### config.mk
export PLATFORM = sky130hd
export DESIGN_NAME = mcast_addr_filter
export DESIGN_NICKNAME = d
export VERILOG_FILES = /design/src/rtl/mf_pkg.sv /design/src/rtl/mf_cfg_regs.sv /design/src/rtl/mf_crc_hash.sv /design/src/rtl/mf_frame_fsm.sv /design/src/rtl/mcast_addr_filter.sv
export SDC_FILE = /design/constraint.sdc
export NUM_CORES = 2
export LEC_CHECK = 0
export ABC_AREA = 1
export ABC_CLOCK_PERIOD_IN_PS = 4900
export BUFFER_PORTS_ARGS = -buffer_cell sky130_fd_sc_hd__buf_2
export CELL_PAD_IN_SITES_DETAIL_PLACEMENT = 1
export CELL_PAD_IN_SITES_GLOBAL_PLACEMENT = 1
export CORE_UTILIZATION = 50
export CTS_CLUSTER_SIZE = 40
export DETAILED_ROUTE_END_ITERATION = 6
export PLACE_DENSITY_LB_ADDON = 0.1
export SLEW_MARGIN = 10
export SYNTH_ARGS = -nofsm -noshare
export SYNTH_HDL_FRONTEND = slang
export SYNTH_SLANG_ARGS = --single-unit
### constraint.sdc
create_clock -name clk -period 4.9 [get_ports clk]
set_clock_uncertainty 0.1 [all_clocks]
set_input_delay 0.735 -clock clk [delete_from_list [all_inputs] [get_ports clk]]
set_output_delay 0.735 -clock clk [all_outputs]
set_load 0.03 [all_outputs]
### src/rtl/mf_pkg.sv
package mf_pkg;

    localparam int ADDR_BYTES = 6;
    localparam int MODE_W     = 32;

    // accept-mode bit positions (decoded by the decision logic)
    localparam int MB_BCAST_HI = 31;
    localparam int MB_BCAST_LO = 30;
    localparam int MB_ALL_MC   = 29;
    localparam int MB_ALL_PHY  = 28;
    localparam int MB_OWN_PHY  = 27;
    localparam int MB_HASH_MC  = 21;

    localparam logic [31:0] CRC_POLY = 32'hEDB8_8320;
    localparam logic [31:0] CRC_INIT = 32'hFFFF_FFFF;

    typedef enum logic [1:0] {
        SEL_INDEX = 2'd0,
        SEL_DATA  = 2'd1,
        SEL_MODE  = 2'd2
    } cfg_sel_t;

    typedef enum logic [1:0] {
        ST_IDLE    = 2'd0,
        ST_COLLECT = 2'd1,
        ST_DECIDE  = 2'd2
    } fsm_state_t;

    function automatic logic [31:0] crc_byte_step(input logic [31:0] c,
                                                  input logic [7:0]  b);
        logic [31:0] r;
        r = c;
        for (int i = 0; i < 8; i++) begin
            if (r[0] ^ b[i]) r = (r >> 1) ^ CRC_POLY;
            else             r = r >> 1;
        end
        return r;
    endfunction

endpackage

### src/rtl/mf_cfg_regs.sv
module mf_cfg_regs
    import mf_pkg::*;
#(
    parameter int          HASH_BITS  = 512,
    parameter int          WORD_W     = 16,
    parameter int          IDX_W      = 10,
    parameter int          TABLE_BASE = 'h200
) (
    input  logic                   clk,
    input  logic                   rst_n,
    input  logic                   cfg_wr,
    input  logic [1:0]             cfg_sel,
    input  logic [31:0]            cfg_wdata,
    output logic [8*ADDR_BYTES-1:0] station,
    output logic [HASH_BITS-1:0]   table_bits,
    output logic [MODE_W-1:0]      mode_word
);

    localparam int NWORDS   = HASH_BITS / WORD_W;
    localparam int STA_WRDS = (8 * ADDR_BYTES) / WORD_W;

    logic [IDX_W-1:0] idx_q;
    logic             wr_idx, wr_data, wr_mode;

    always_comb begin
        wr_idx  = cfg_wr && (cfg_sel == SEL_INDEX);
        wr_data = cfg_wr && (cfg_sel == SEL_DATA);
        wr_mode = cfg_wr && (cfg_sel == SEL_MODE);
    end

    always_ff @(posedge clk) begin
        if (!rst_n) begin
            idx_q     <= '0;
            mode_word <= '0;
        end else begin
            if (wr_idx)  idx_q     <= cfg_wdata[IDX_W-1:0];
            if (wr_mode) mode_word <= cfg_wdata[MODE_W-1:0];
        end
    end

    // station address words at even indices 0, 2, 4
    for (genvar g = 0; g < STA_WRDS; g++) begin : g_sta
        always_ff @(posedge clk) begin
            if (!rst_n)
                station[g*WORD_W +: WORD_W] <= '0;
            else if (wr_data && (idx_q == IDX_W'(2*g)))
                station[g*WORD_W +: WORD_W] <= cfg_wdata[WORD_W-1:0];
        end
    end

    // hash table words at TABLE_BASE + 2*w
    for (genvar w = 0; w < NWORDS; w++) begin : g_tbl
        always_ff @(posedge clk) begin
            if (!rst_n)
                table_bits[w*WORD_W +: WORD_W] <= '0;
            else if (wr_data && (idx_q == IDX_W'(TABLE_BASE + 2*w)))
                table_bits[w*WORD_W +: WORD_W] <= cfg_wdata[WORD_W-1:0];
        end
    end

    assert_station_load_R5: assert property (@(posedge clk) disable iff (!rst_n)
        (wr_data && idx_q == IDX_W'(4)) |=> station[47:32] == $past(cfg_wdata[15:0]));

    assert_table_load_R9: assert property (@(posedge clk) disable iff (!rst_n)
        (wr_data && idx_q == IDX_W'(TABLE_BASE)) |=> table_bits[WORD_W-1:0] == $past(cfg_wdata[WORD_W-1:0]));

endmodule

### src/rtl/mf_crc_hash.sv
module mf_crc_hash
    import mf_pkg::*;
#(
    parameter int HASH_W = 9
) (
    input  logic              clk,
    input  logic              rst_n,
    input  logic              take_first,
    input  logic              take_next,
    input  logic [7:0]        byte_in,
    output logic [HASH_W-1:0] hash_idx
);

    logic [31:0] crc_q;

    always_ff @(posedge clk) begin
        if (!rst_n)
            crc_q <= CRC_INIT;
        else if (take_first)
            crc_q <= crc_byte_step(CRC_INIT, byte_in);
        else if (take_next)
            crc_q <= crc_byte_step(crc_q, byte_in);
    end

    always_comb hash_idx = crc_q[HASH_W-1:0];

    assert_crc_holds_idle_R2: assert property (@(posedge clk) disable iff (!rst_n)
        (!take_first && !take_next) |=> $stable(crc_q));

endmodule

### src/rtl/mf_frame_fsm.sv
module mf_frame_fsm
    import mf_pkg::*;
(
    input  logic                    clk,
    input  logic                    rst_n,
    input  logic                    frm_start,
    input  logic                    byte_vld,
    input  logic [7:0]              byte_data,
    input  logic [MODE_W-1:0]       mode_in,
    output fsm_state_t              st_q,
    output logic                    take_first,
    output logic                    take_next,
    output logic [8*ADDR_BYTES-1:0] da_q,
    output logic [MODE_W-1:0]       mode_lat
);

    localparam int CNT_W = $clog2(ADDR_BYTES + 1);
    localparam logic [CNT_W-1:0] LAST = CNT_W'(ADDR_BYTES - 1);

    fsm_state_t       st_d;
    logic [CNT_W-1:0] cnt_q;

    // intake strobes
    always_comb begin
        take_first = frm_start && byte_vld;
        take_next  = !take_first && byte_vld && (st_q == ST_COLLECT);
    end

    // next-state logic
    always_comb begin
        st_d = st_q;
        unique case (st_q)
            ST_IDLE:    st_d = take_first ? ST_COLLECT : ST_IDLE;
            ST_COLLECT: begin
                if (take_first)                      st_d = ST_COLLECT;
                else if (take_next && cnt_q == LAST) st_d = ST_DECIDE;
                else                                 st_d = ST_COLLECT;
            end
            ST_DECIDE:  st_d = take_first ? ST_COLLECT : ST_IDLE;
            default:    st_d = ST_IDLE;
        endcase
    end

    // state register
    always_ff @(posedge clk) begin
        if (!rst_n) st_q <= ST_IDLE;
        else        st_q <= st_d;
    end

    // datapath registers: byte counter, address, latched mode
    always_ff @(posedge clk) begin
        if (!rst_n) begin
            cnt_q    <= '0;
            da_q     <= '0;
            mode_lat <= '0;
        end else if (take_first) begin
            cnt_q         <= CNT_W'(1);
            da_q[7:0]     <= byte_data;
            mode_lat      <= mode_in;
        end else if (take_next) begin
            cnt_q                       <= cnt_q + CNT_W'(1);
            da_q[8*int'(cnt_q) +: 8]    <= byte_data;
        end
    end

    assert_single_pulse_R3: assert property (@(posedge clk) disable iff (!rst_n)
        (st_q == ST_DECIDE) |=> (st_q != ST_DECIDE));

    assert_decide_after_byte_R3: assert property (@(posedge clk) disable iff (!rst_n)
        (st_q == ST_DECIDE) |-> ($past(byte_vld) && !$past(frm_start)));

    assert_restart_no_decide_R4: assert property (@(posedge clk) disable iff (!rst_n)
        take_first |=> (st_q == ST_COLLECT));

    assert_mode_held_R12: assert property (@(posedge clk) disable iff (!rst_n)
        (st_q == ST_COLLECT && !take_first) |=> $stable(mode_lat));

endmodule

### src/rtl/mcast_addr_filter.sv
module mcast_addr_filter
    import mf_pkg::*;
#(
    parameter int HASH_BITS  = 512,
    parameter int WORD_W     = 16,
    parameter int IDX_W      = 10,
    parameter int TABLE_BASE = 'h200
) (
    input  logic        clk,
    input  logic        rst_n,
    input  logic        cfg_wr,
    input  logic [1:0]  cfg_sel,
    input  logic [31:0] cfg_wdata,
    input  logic        frm_start,
    input  logic        byte_vld,
    input  logic [7:0]  byte_data,
    output logic        dec_valid,
    output logic        dec_accept
);

    localparam int HASH_W = $clog2(HASH_BITS);
    localparam int DA_W   = 8 * ADDR_BYTES;

    logic [DA_W-1:0]      station;
    logic [HASH_BITS-1:0] table_bits;
    logic [MODE_W-1:0]    mode_word, mode_lat;
    logic [DA_W-1:0]      da_q;
    logic [HASH_W-1:0]    hash_idx;
    logic                 take_first, take_next;
    fsm_state_t           st_q;

    mf_cfg_regs #(
        .HASH_BITS (HASH_BITS),
        .WORD_W    (WORD_W),
        .IDX_W     (IDX_W),
        .TABLE_BASE(TABLE_BASE)
    ) u_cfg (
        .clk       (clk),
        .rst_n     (rst_n),
        .cfg_wr    (cfg_wr),
        .cfg_sel   (cfg_sel),
        .cfg_wdata (cfg_wdata),
        .station   (station),
        .table_bits(table_bits),
        .mode_word (mode_word)
    );

    mf_frame_fsm u_fsm (
        .clk       (clk),
        .rst_n     (rst_n),
        .frm_start (frm_start),
        .byte_vld  (byte_vld),
        .byte_data (byte_data),
        .mode_in   (mode_word),
        .st_q      (st_q),
        .take_first(take_first),
        .take_next (take_next),
        .da_q      (da_q),
        .mode_lat  (mode_lat)
    );

    mf_crc_hash #(.HASH_W(HASH_W)) u_crc (
        .clk       (clk),
        .rst_n     (rst_n),
        .take_first(take_first),
        .take_next (take_next),
        .byte_in   (byte_data),
        .hash_idx  (hash_idx)
    );

    // address classification and match terms
    logic is_bcast, is_mcast, own_hit, hash_hit;
    logic bcast_en, accept;

    always_comb begin
        is_bcast = &da_q;
        is_mcast = da_q[0];
        own_hit  = (da_q == station);
        hash_hit = table_bits[hash_idx];
        bcast_en = mode_lat[MB_BCAST_HI] | mode_lat[MB_BCAST_LO];
        if (mode_lat[MB_ALL_PHY])
            accept = 1'b1;
        else if (is_bcast)
            accept = bcast_en;
        else if (is_mcast)
            accept = mode_lat[MB_ALL_MC] | (mode_lat[MB_HASH_MC] & hash_hit);
        else
            accept = mode_lat[MB_OWN_PHY] & own_hit;
    end

    // outputs
    always_comb begin
        dec_valid  = (st_q == ST_DECIDE);
        dec_accept = dec_valid & accept;
    end

    assert_accept_only_valid_R3: assert property (@(posedge clk) disable iff (!rst_n)
        dec_accept |-> dec_valid);

    assert_bcast_no_hash_R7: assert property (@(posedge clk) disable iff (!rst_n)
        (dec_valid && (&da_q) && !mode_lat[MB_ALL_PHY] && !mode_lat[MB_BCAST_HI] && !mode_lat[MB_BCAST_LO])
        |-> !dec_accept);

    assert_allphys_accepts_R11: assert property (@(posedge clk) disable iff (!rst_n)
        (dec_valid && mode_lat[MB_ALL_PHY]) |-> dec_accept);

endmodule

# --- After elaboration in Yosys (flattened, before gate mapping) ---
# Index checks and enable logic that the tools add are counted.
word_totals:
  word_cells: 244
  inputBits: 47
  output_inout_bits: 2
  register_bits: 719
op_classes:
  bitwise: 37
  add_sub_neg: 2
  reduce_logical: 51
  order_cmp: 1
  n_mux: 67
  n_shift: 2
  eq_ne: 40
op_table:
  columns: ["cell", "n"]
  rows:
  - ["2-to-1 mux 32 bit", 53]
  - ["equality test 10 bit (second input constant)", 32]
  - ["NOT 13 -> 14 bit", 15]
  - ["bitwise mux 48 bit", 1]
  - ["equality test 48 bit", 1]
  - ["AND reduction 48 bit", 1]
  - ["variable shift 8 x 33 -> 48 bit (first input constant)", 1]
  - ["variable part select 8 x 33 -> 48 bit", 1]
  - ["logical AND 1 bit", 42]
  - ["negator 6 -> 33 bit", 1]
  - ["2-to-1 mux 8 bit", 2]
  - ["bitwise XOR 1 bit", 15]
  - ["equality test 10 x 2 -> 1 bit (second input constant)", 1]
  - ["equality test 10 x 3 -> 1 bit (second input constant)", 1]
  - ["zero test 10 bit", 1]
  - ["less-than comparator 9 x 10 -> 1 bit (second input constant)", 1]
  - ["binary-select mux 1 bit (select 9 bit)", 1]
  - ["2-to-1 mux 1 bit", 7]
  - ["equality test 2 x 1 -> 1 bit (second input constant)", 2]
  - ["equality test 2 bit (second input constant)", 2]
  - ["zero test 2 bit", 2]
  - ["2-to-1 mux 2 bit", 2]
  - ["case mux 2 bit (2 select lines)", 1]
  - ["OR reduction 2 bit", 2]
  - ["other kinds (8)", 12]

# --- Longest topological paths before layout ---
depth:
  depth_word: 41
  mapped_depth: 20
  ltp_nobuf: 17

# --- By module ---
# Synthesis repeated with hierarchy kept, for this count alone.
hier_totals:
  cells_unflattened: 5583
  hier_area_um2: 36620.1
modules_own_cells:
  columns: ["mod", "instances", "area_per_inst_um2", "cells_per_inst"]
  rows:
  - ["mf_cfg_regs", 1, 24228.2, 3396]
  - ["mcast_addr_filter", 1, 6003.3, 1282]
  - ["mf_frame_fsm", 1, 3474.6, 473]
  - ["mf_crc_hash", 1, 2914.0, 432]

# --- Worst setup path after synthesis ---
# OpenSTA, ideal clock, no wires.
synth_timing:
  kind: "register to output"
  startpoint: "reg u_crc.crc_q[0]"
  endpoint: "out dec_accept"
  arrival_time_ns: 2.383
  path_stages_with_launch: 21
  required_time_ns: 4.065
  slack_ns: 1.682
  cell_sequence: "dfxtp_1 -> buf_2 -> clkinv_1 -> clkbuf_1 -> clkbuf_1 -> nand2_1 -> nand3_1 -> nand3_1 -> nand3_1 -> nand3_1 -> nand3_1 -> nand3_1 -> nand3_1 -> nand2_1 -> nand2_1 -> nand3_1 -> nand2_1 -> nand2_1 -> nand2_1 -> nand2_1 -> a21oi_1"
synth_between:
  elab_chain_len: 8
synth_rtl:
  columns: ["item", "line_no", "text"]
  rows:
  - ["start: declaration", "mf_crc_hash.sv:14", "logic [31:0] crc_q;"]
  - ["start signal: assignment", "mf_crc_hash.sv:20", "crc_q <= crc_byte_step(CRC_INIT, byte_in);"]
  - ["start signal: assignment", "mf_crc_hash.sv:22", "crc_q <= crc_byte_step(crc_q, byte_in);"]
  - ["binary-select mux 1 bit (select 9 bit)", "mcast_addr_filter.sv:79", "hash_hit = table_bits[hash_idx];"]
  - ["2-to-1 mux 1 bit (implied by the code)", "mcast_addr_filter.sv:79", null]
  - ["bitwise AND 1 bit", "mcast_addr_filter.sv:86", "accept = mode_lat[MB_ALL_MC] | (mode_lat[MB_HASH_MC] & hash_hit);"]
  - ["OR 1 bit", "mcast_addr_filter.sv:86", null]
  - ["2-to-1 mux 1 bit", "mcast_addr_filter.sv:85", "else if (is_mcast)"]
  - ["2-to-1 mux 1 bit", "mcast_addr_filter.sv:83", "else if (is_bcast)"]
  - ["2-to-1 mux 1 bit", "mcast_addr_filter.sv:81", "if (mode_lat[MB_ALL_PHY])"]
  - ["bitwise AND 1 bit", "mcast_addr_filter.sv:94", "dec_accept = dec_valid & accept;"]
  - ["end: declaration", "mcast_addr_filter.sv:18", "output logic dec_accept"]
# No other way between the ends. The select of a mux whose other input is x is not followed.

# --- Worst setup path after layout ---
# Ends and elaborated chain as after synthesis.

==> results.json <==
{
  "final_common_cell": "dfxtp_1",
  "postCtsHoldBufs": 0,
  "place.gp.congestion": 0.919,
  "max_cap_violations": 0,
  "worst_pin_slew_ns": 1.20,
  "row_count": 88,
  "cp_common_cell": "nand3_1",
  "syn_nets": 3989,
  "cts_tree": "built",
  "final_cell_count_no_fill": 4590,
  "slew_headroom": 0.193,
  "leakage_nw": 12.4,
  "required_ns": 4.07,
  "clock_tree.root_cell": "clkbuf_16",
  "hold_viol": 0,
  "rsz0062_at_grt": "no",
  "max_stage_delay_ns": 0.61,
  "syn_avg_cell_area_um2": 7.40,
  "area_growth_pct": 10.0,
  "ir_worst_vdd_v": 0.000298,
  "layout.nets": 3826,
  "die_area_um2": 59200,
  "first_global_vias": 29600,
  "r2r_end": "u_fsm.da_q[36]$_SDFFE_PN0P_",
  "ant_nets": 0,
  "r2r_start": "u_fsm.cnt_q[0]$_SDFFE_PN0P_",
  "grt_usage": 0.350,
  "synthFlopType": "dfxtp_1",
  "hpwl_um": 58700,
  "worst_ep_arrival_time_ns": 3.86,
  "die_y_um": 243,
  "nFillCells": 7163,
  "hp-class": "primary input to flop",
  "min-delay-start": "cfg_wdata[21]",
  "grt_pass1_wl_um": 165000,
  "vias": 28600,
  "grt_max_degree": 237,
  "routed_via_density": 6.24,
  "grt_overflow": 0,
  "clock_sinks": 667,
  "drtIter0Drc": 2330,
  "start_util": 0.505,
  "syn_area_um2": 29100,
  "finalCritPeriodShare": 0.957,
  "drive_gt1_frac": 0.0722,
  "setup_viol_count_final": 0,
  "cts_setup_buffers": 0,
  "drtPass1Iterations": 5,
  "ys_warn_count": 0,
  "antenna_cells": 0,
  "endpoint": "dec_accept",
  "slew_violations": 0,
  "post-route-drc-count": 0,
  "die_w_um": 243,
  "regArea_um2": 13400,
  "fin_crit_ns": 4.69,
  "synth_edf_count": 0,
  "pin_count": 49,
  "ys_seq_area_frac": 0.459,
  "status": "complete, no violations",
  "slowest_stage": "dfxtp_4",
  "critPathKind": "flop to primary output",
  "core_area_um2": 57600,
  "max_clock_freq_mhz": 213,
  "drt_wl_total_um": 106000,
  "syn_inst": 3935,
  "cp-start-kind": "flop",
  "final_cell_mix": "dfxtp_1 (663), o21ai_0 (615), a21oi_1 (599)",
  "wl_per_cell_um": 23.0,
  "ys_types": 40,
  "clk_latency_ns": 0.62,
  "path_clk_slew_ns": 0.06,
  "cts-buffers-inserted": 74,
  "cts_max_level": 3,
  "fin_area_um2": 32000,
  "io_buffers": 38,
  "placed_cells": 4461,
  "startpoint": "u_crc.crc_q[0]$_SDFFE_PN1P_",
  "power_mw": 12.9,
  "antenna_found_initial": 1,
  "ff2ff_setup_slack_ns": 1.38,
  "multi_input_comb_area_um2": 14000,
  "placed_area_um2": 29600,
  "powerDensity_nw_per_um2": 402,
  "synth_seq_cells": 667,
  "cp-end-kind": "primary output",
  "r2r_cells": 10,
  "cts_buffer_depth": 3,
  "path_max_fanout": 35,
  "async_flop_share": 0,
  "cp_cell_sequence": "buf_4, nand2_1, nand3_1, nand3_1, nand3_1, nand3_1, nand3_1, nand3_1, nand3_1, nand2_1, nand2_1, nand3_1, nand2_1, nand2_1, nand2_1, nand2_1, a21oi_1, buf_2",
  "fin_setup_tns_ns": 0
}
## registers in the layout (all words and copies together) (netlist names)
register,count
u_cfg.table_bits,512
u_cfg.station,48
u_fsm.da_q,48
u_crc.crc_q,32
u_cfg.idx_q,10
u_cfg.mode_word,6
u_fsm.mode_lat,6
u_fsm.cnt_q,3
u_fsm.st_q,2
## where the power goes
part,internal (mW),switching (mW),total (mW)
clock,3.22,2.27,5.49
sequential,5.48,0.0630,5.55
combinational,0.494,1.33,1.82
total,9.20,3.66,12.9
## critical path, delay by kind of cell, from the launching register on
family / cells / cell delay [ns]
buf+inv: 2 / 0.69
simple gates: 15 / 1.73
flops: 1 / 0.61
compound gates: 1 / 0.15
## stage by stage
step / hold WS [ns] / util / setup slack (ns)
4_1_cts: 0.289 / 0.556 / 0.172
3_5_place_dp: 0.351 / 0.515 / 0.838
2_1_floorplan: 0.320 / - / 1.68
5_1_grt: 0.292 / 0.556 / 0.0997
6_report: 0.306 / 0.556 / 0.210
3_3_place_gp: 0.341 / 0.515 / 0.892
## layer usage
metal | wire [µm] | up-vias | GRT usage
met3 | 5710 | 275 | 0.0527
met4 | 4160 | 0 | 0.150
met1 | 44700 | 14300 | 0.436
met5 | 0 | - | 0
met2 | 51000 | 851 | 0.599
li1 | - | 13200 | -
## area by class of cell
type,instances,area share
well taps,765,0.0299
flip-flops and latches,667,0.417
multi-input cells,2802,0.437
inverters,103,0.0127
clock buffers,122,0.0714
repair buffers,124,0.0295
clock inverters,7,0.00235
## how the worst min path moves through the flow
stage                                             endpoint  slack [ns]  cells past startpoint
after floorplan           u_cfg.mode_word[29]$_SDFFE_PN0P_        0.32                      2
after global placement    u_cfg.mode_word[29]$_SDFFE_PN0P_        0.34                      2
after detailed placement  u_cfg.mode_word[29]$_SDFFE_PN0P_        0.35                      2
after CTS                 u_cfg.mode_word[21]$_SDFFE_PN0P_        0.29                      3
after global routing      u_cfg.mode_word[27]$_SDFFE_PN0P_        0.29                      3
final                     u_cfg.mode_word[21]$_SDFFE_PN0P_        0.31                      3
## what timing repair did
action                                 4_1_cts  5_1_grt
endpoints found under the hold margin        0        0
setup endpoints to repair                    0        1
gates resized for setup                      0        5
## cells by family (layout without fill, tap and decap cells)
family / after synthesis / after routing / synth area share
AO/OA/AOI/OAI: 1287 / 1287 / 0.227
XOR/XNOR: 138 / 138 / 0.0432
adder cells (fa/ha/maj): 7 / 7 / 0.00301
buffers and inverters: 466 / 356 / 0.0613
flip-flops: 667 / 667 / 0.459
AND/OR/NAND/NOR: 1370 / 1370 / 0.206
## synthesized netlist by cell type (2+ instances only)
cell type / count / area share
xnor2_1: 28 / 0.0084
clkinv_1: 24 / 0.0031
o221ai_1: 4 / 0.0012
xor2_1: 105 / 0.032
o21ai_1: 4 / 0.00069
a211oi_1: 33 / 0.0085
o211ai_1: 15 / 0.0039
nand2_1: 598 / 0.077
a22oi_1: 2 / 0.00052
nor2_1: 155 / 0.020
a31oi_1: 8 / 0.0017
nand3_1: 525 / 0.090
inv_2: 4 / 0.00052
or2_2: 3 / 0.00064
o2111ai_1: 3 / 0.00090
inv_1: 75 / 0.0097
nor3_1: 36 / 0.0062
nand3_2: 2 / 0.00069
buf_2: 24 / 0.0041
nor4_2: 2 / 0.00086
nand4_1: 27 / 0.0058
xnor2_2: 3 / 0.0017
ha_1: 7 / 0.0030
nor4_1: 17 / 0.0037
buf_1: 21 / 0.0027
o21ai_0: 615 / 0.11
nor3b_1: 2 / 0.00052
clkbuf_1: 317 / 0.041
a21oi_1: 599 / 0.10
dfxtp_1: 667 / 0.46
No activity file was read; power rests on OpenSTA's default activity.
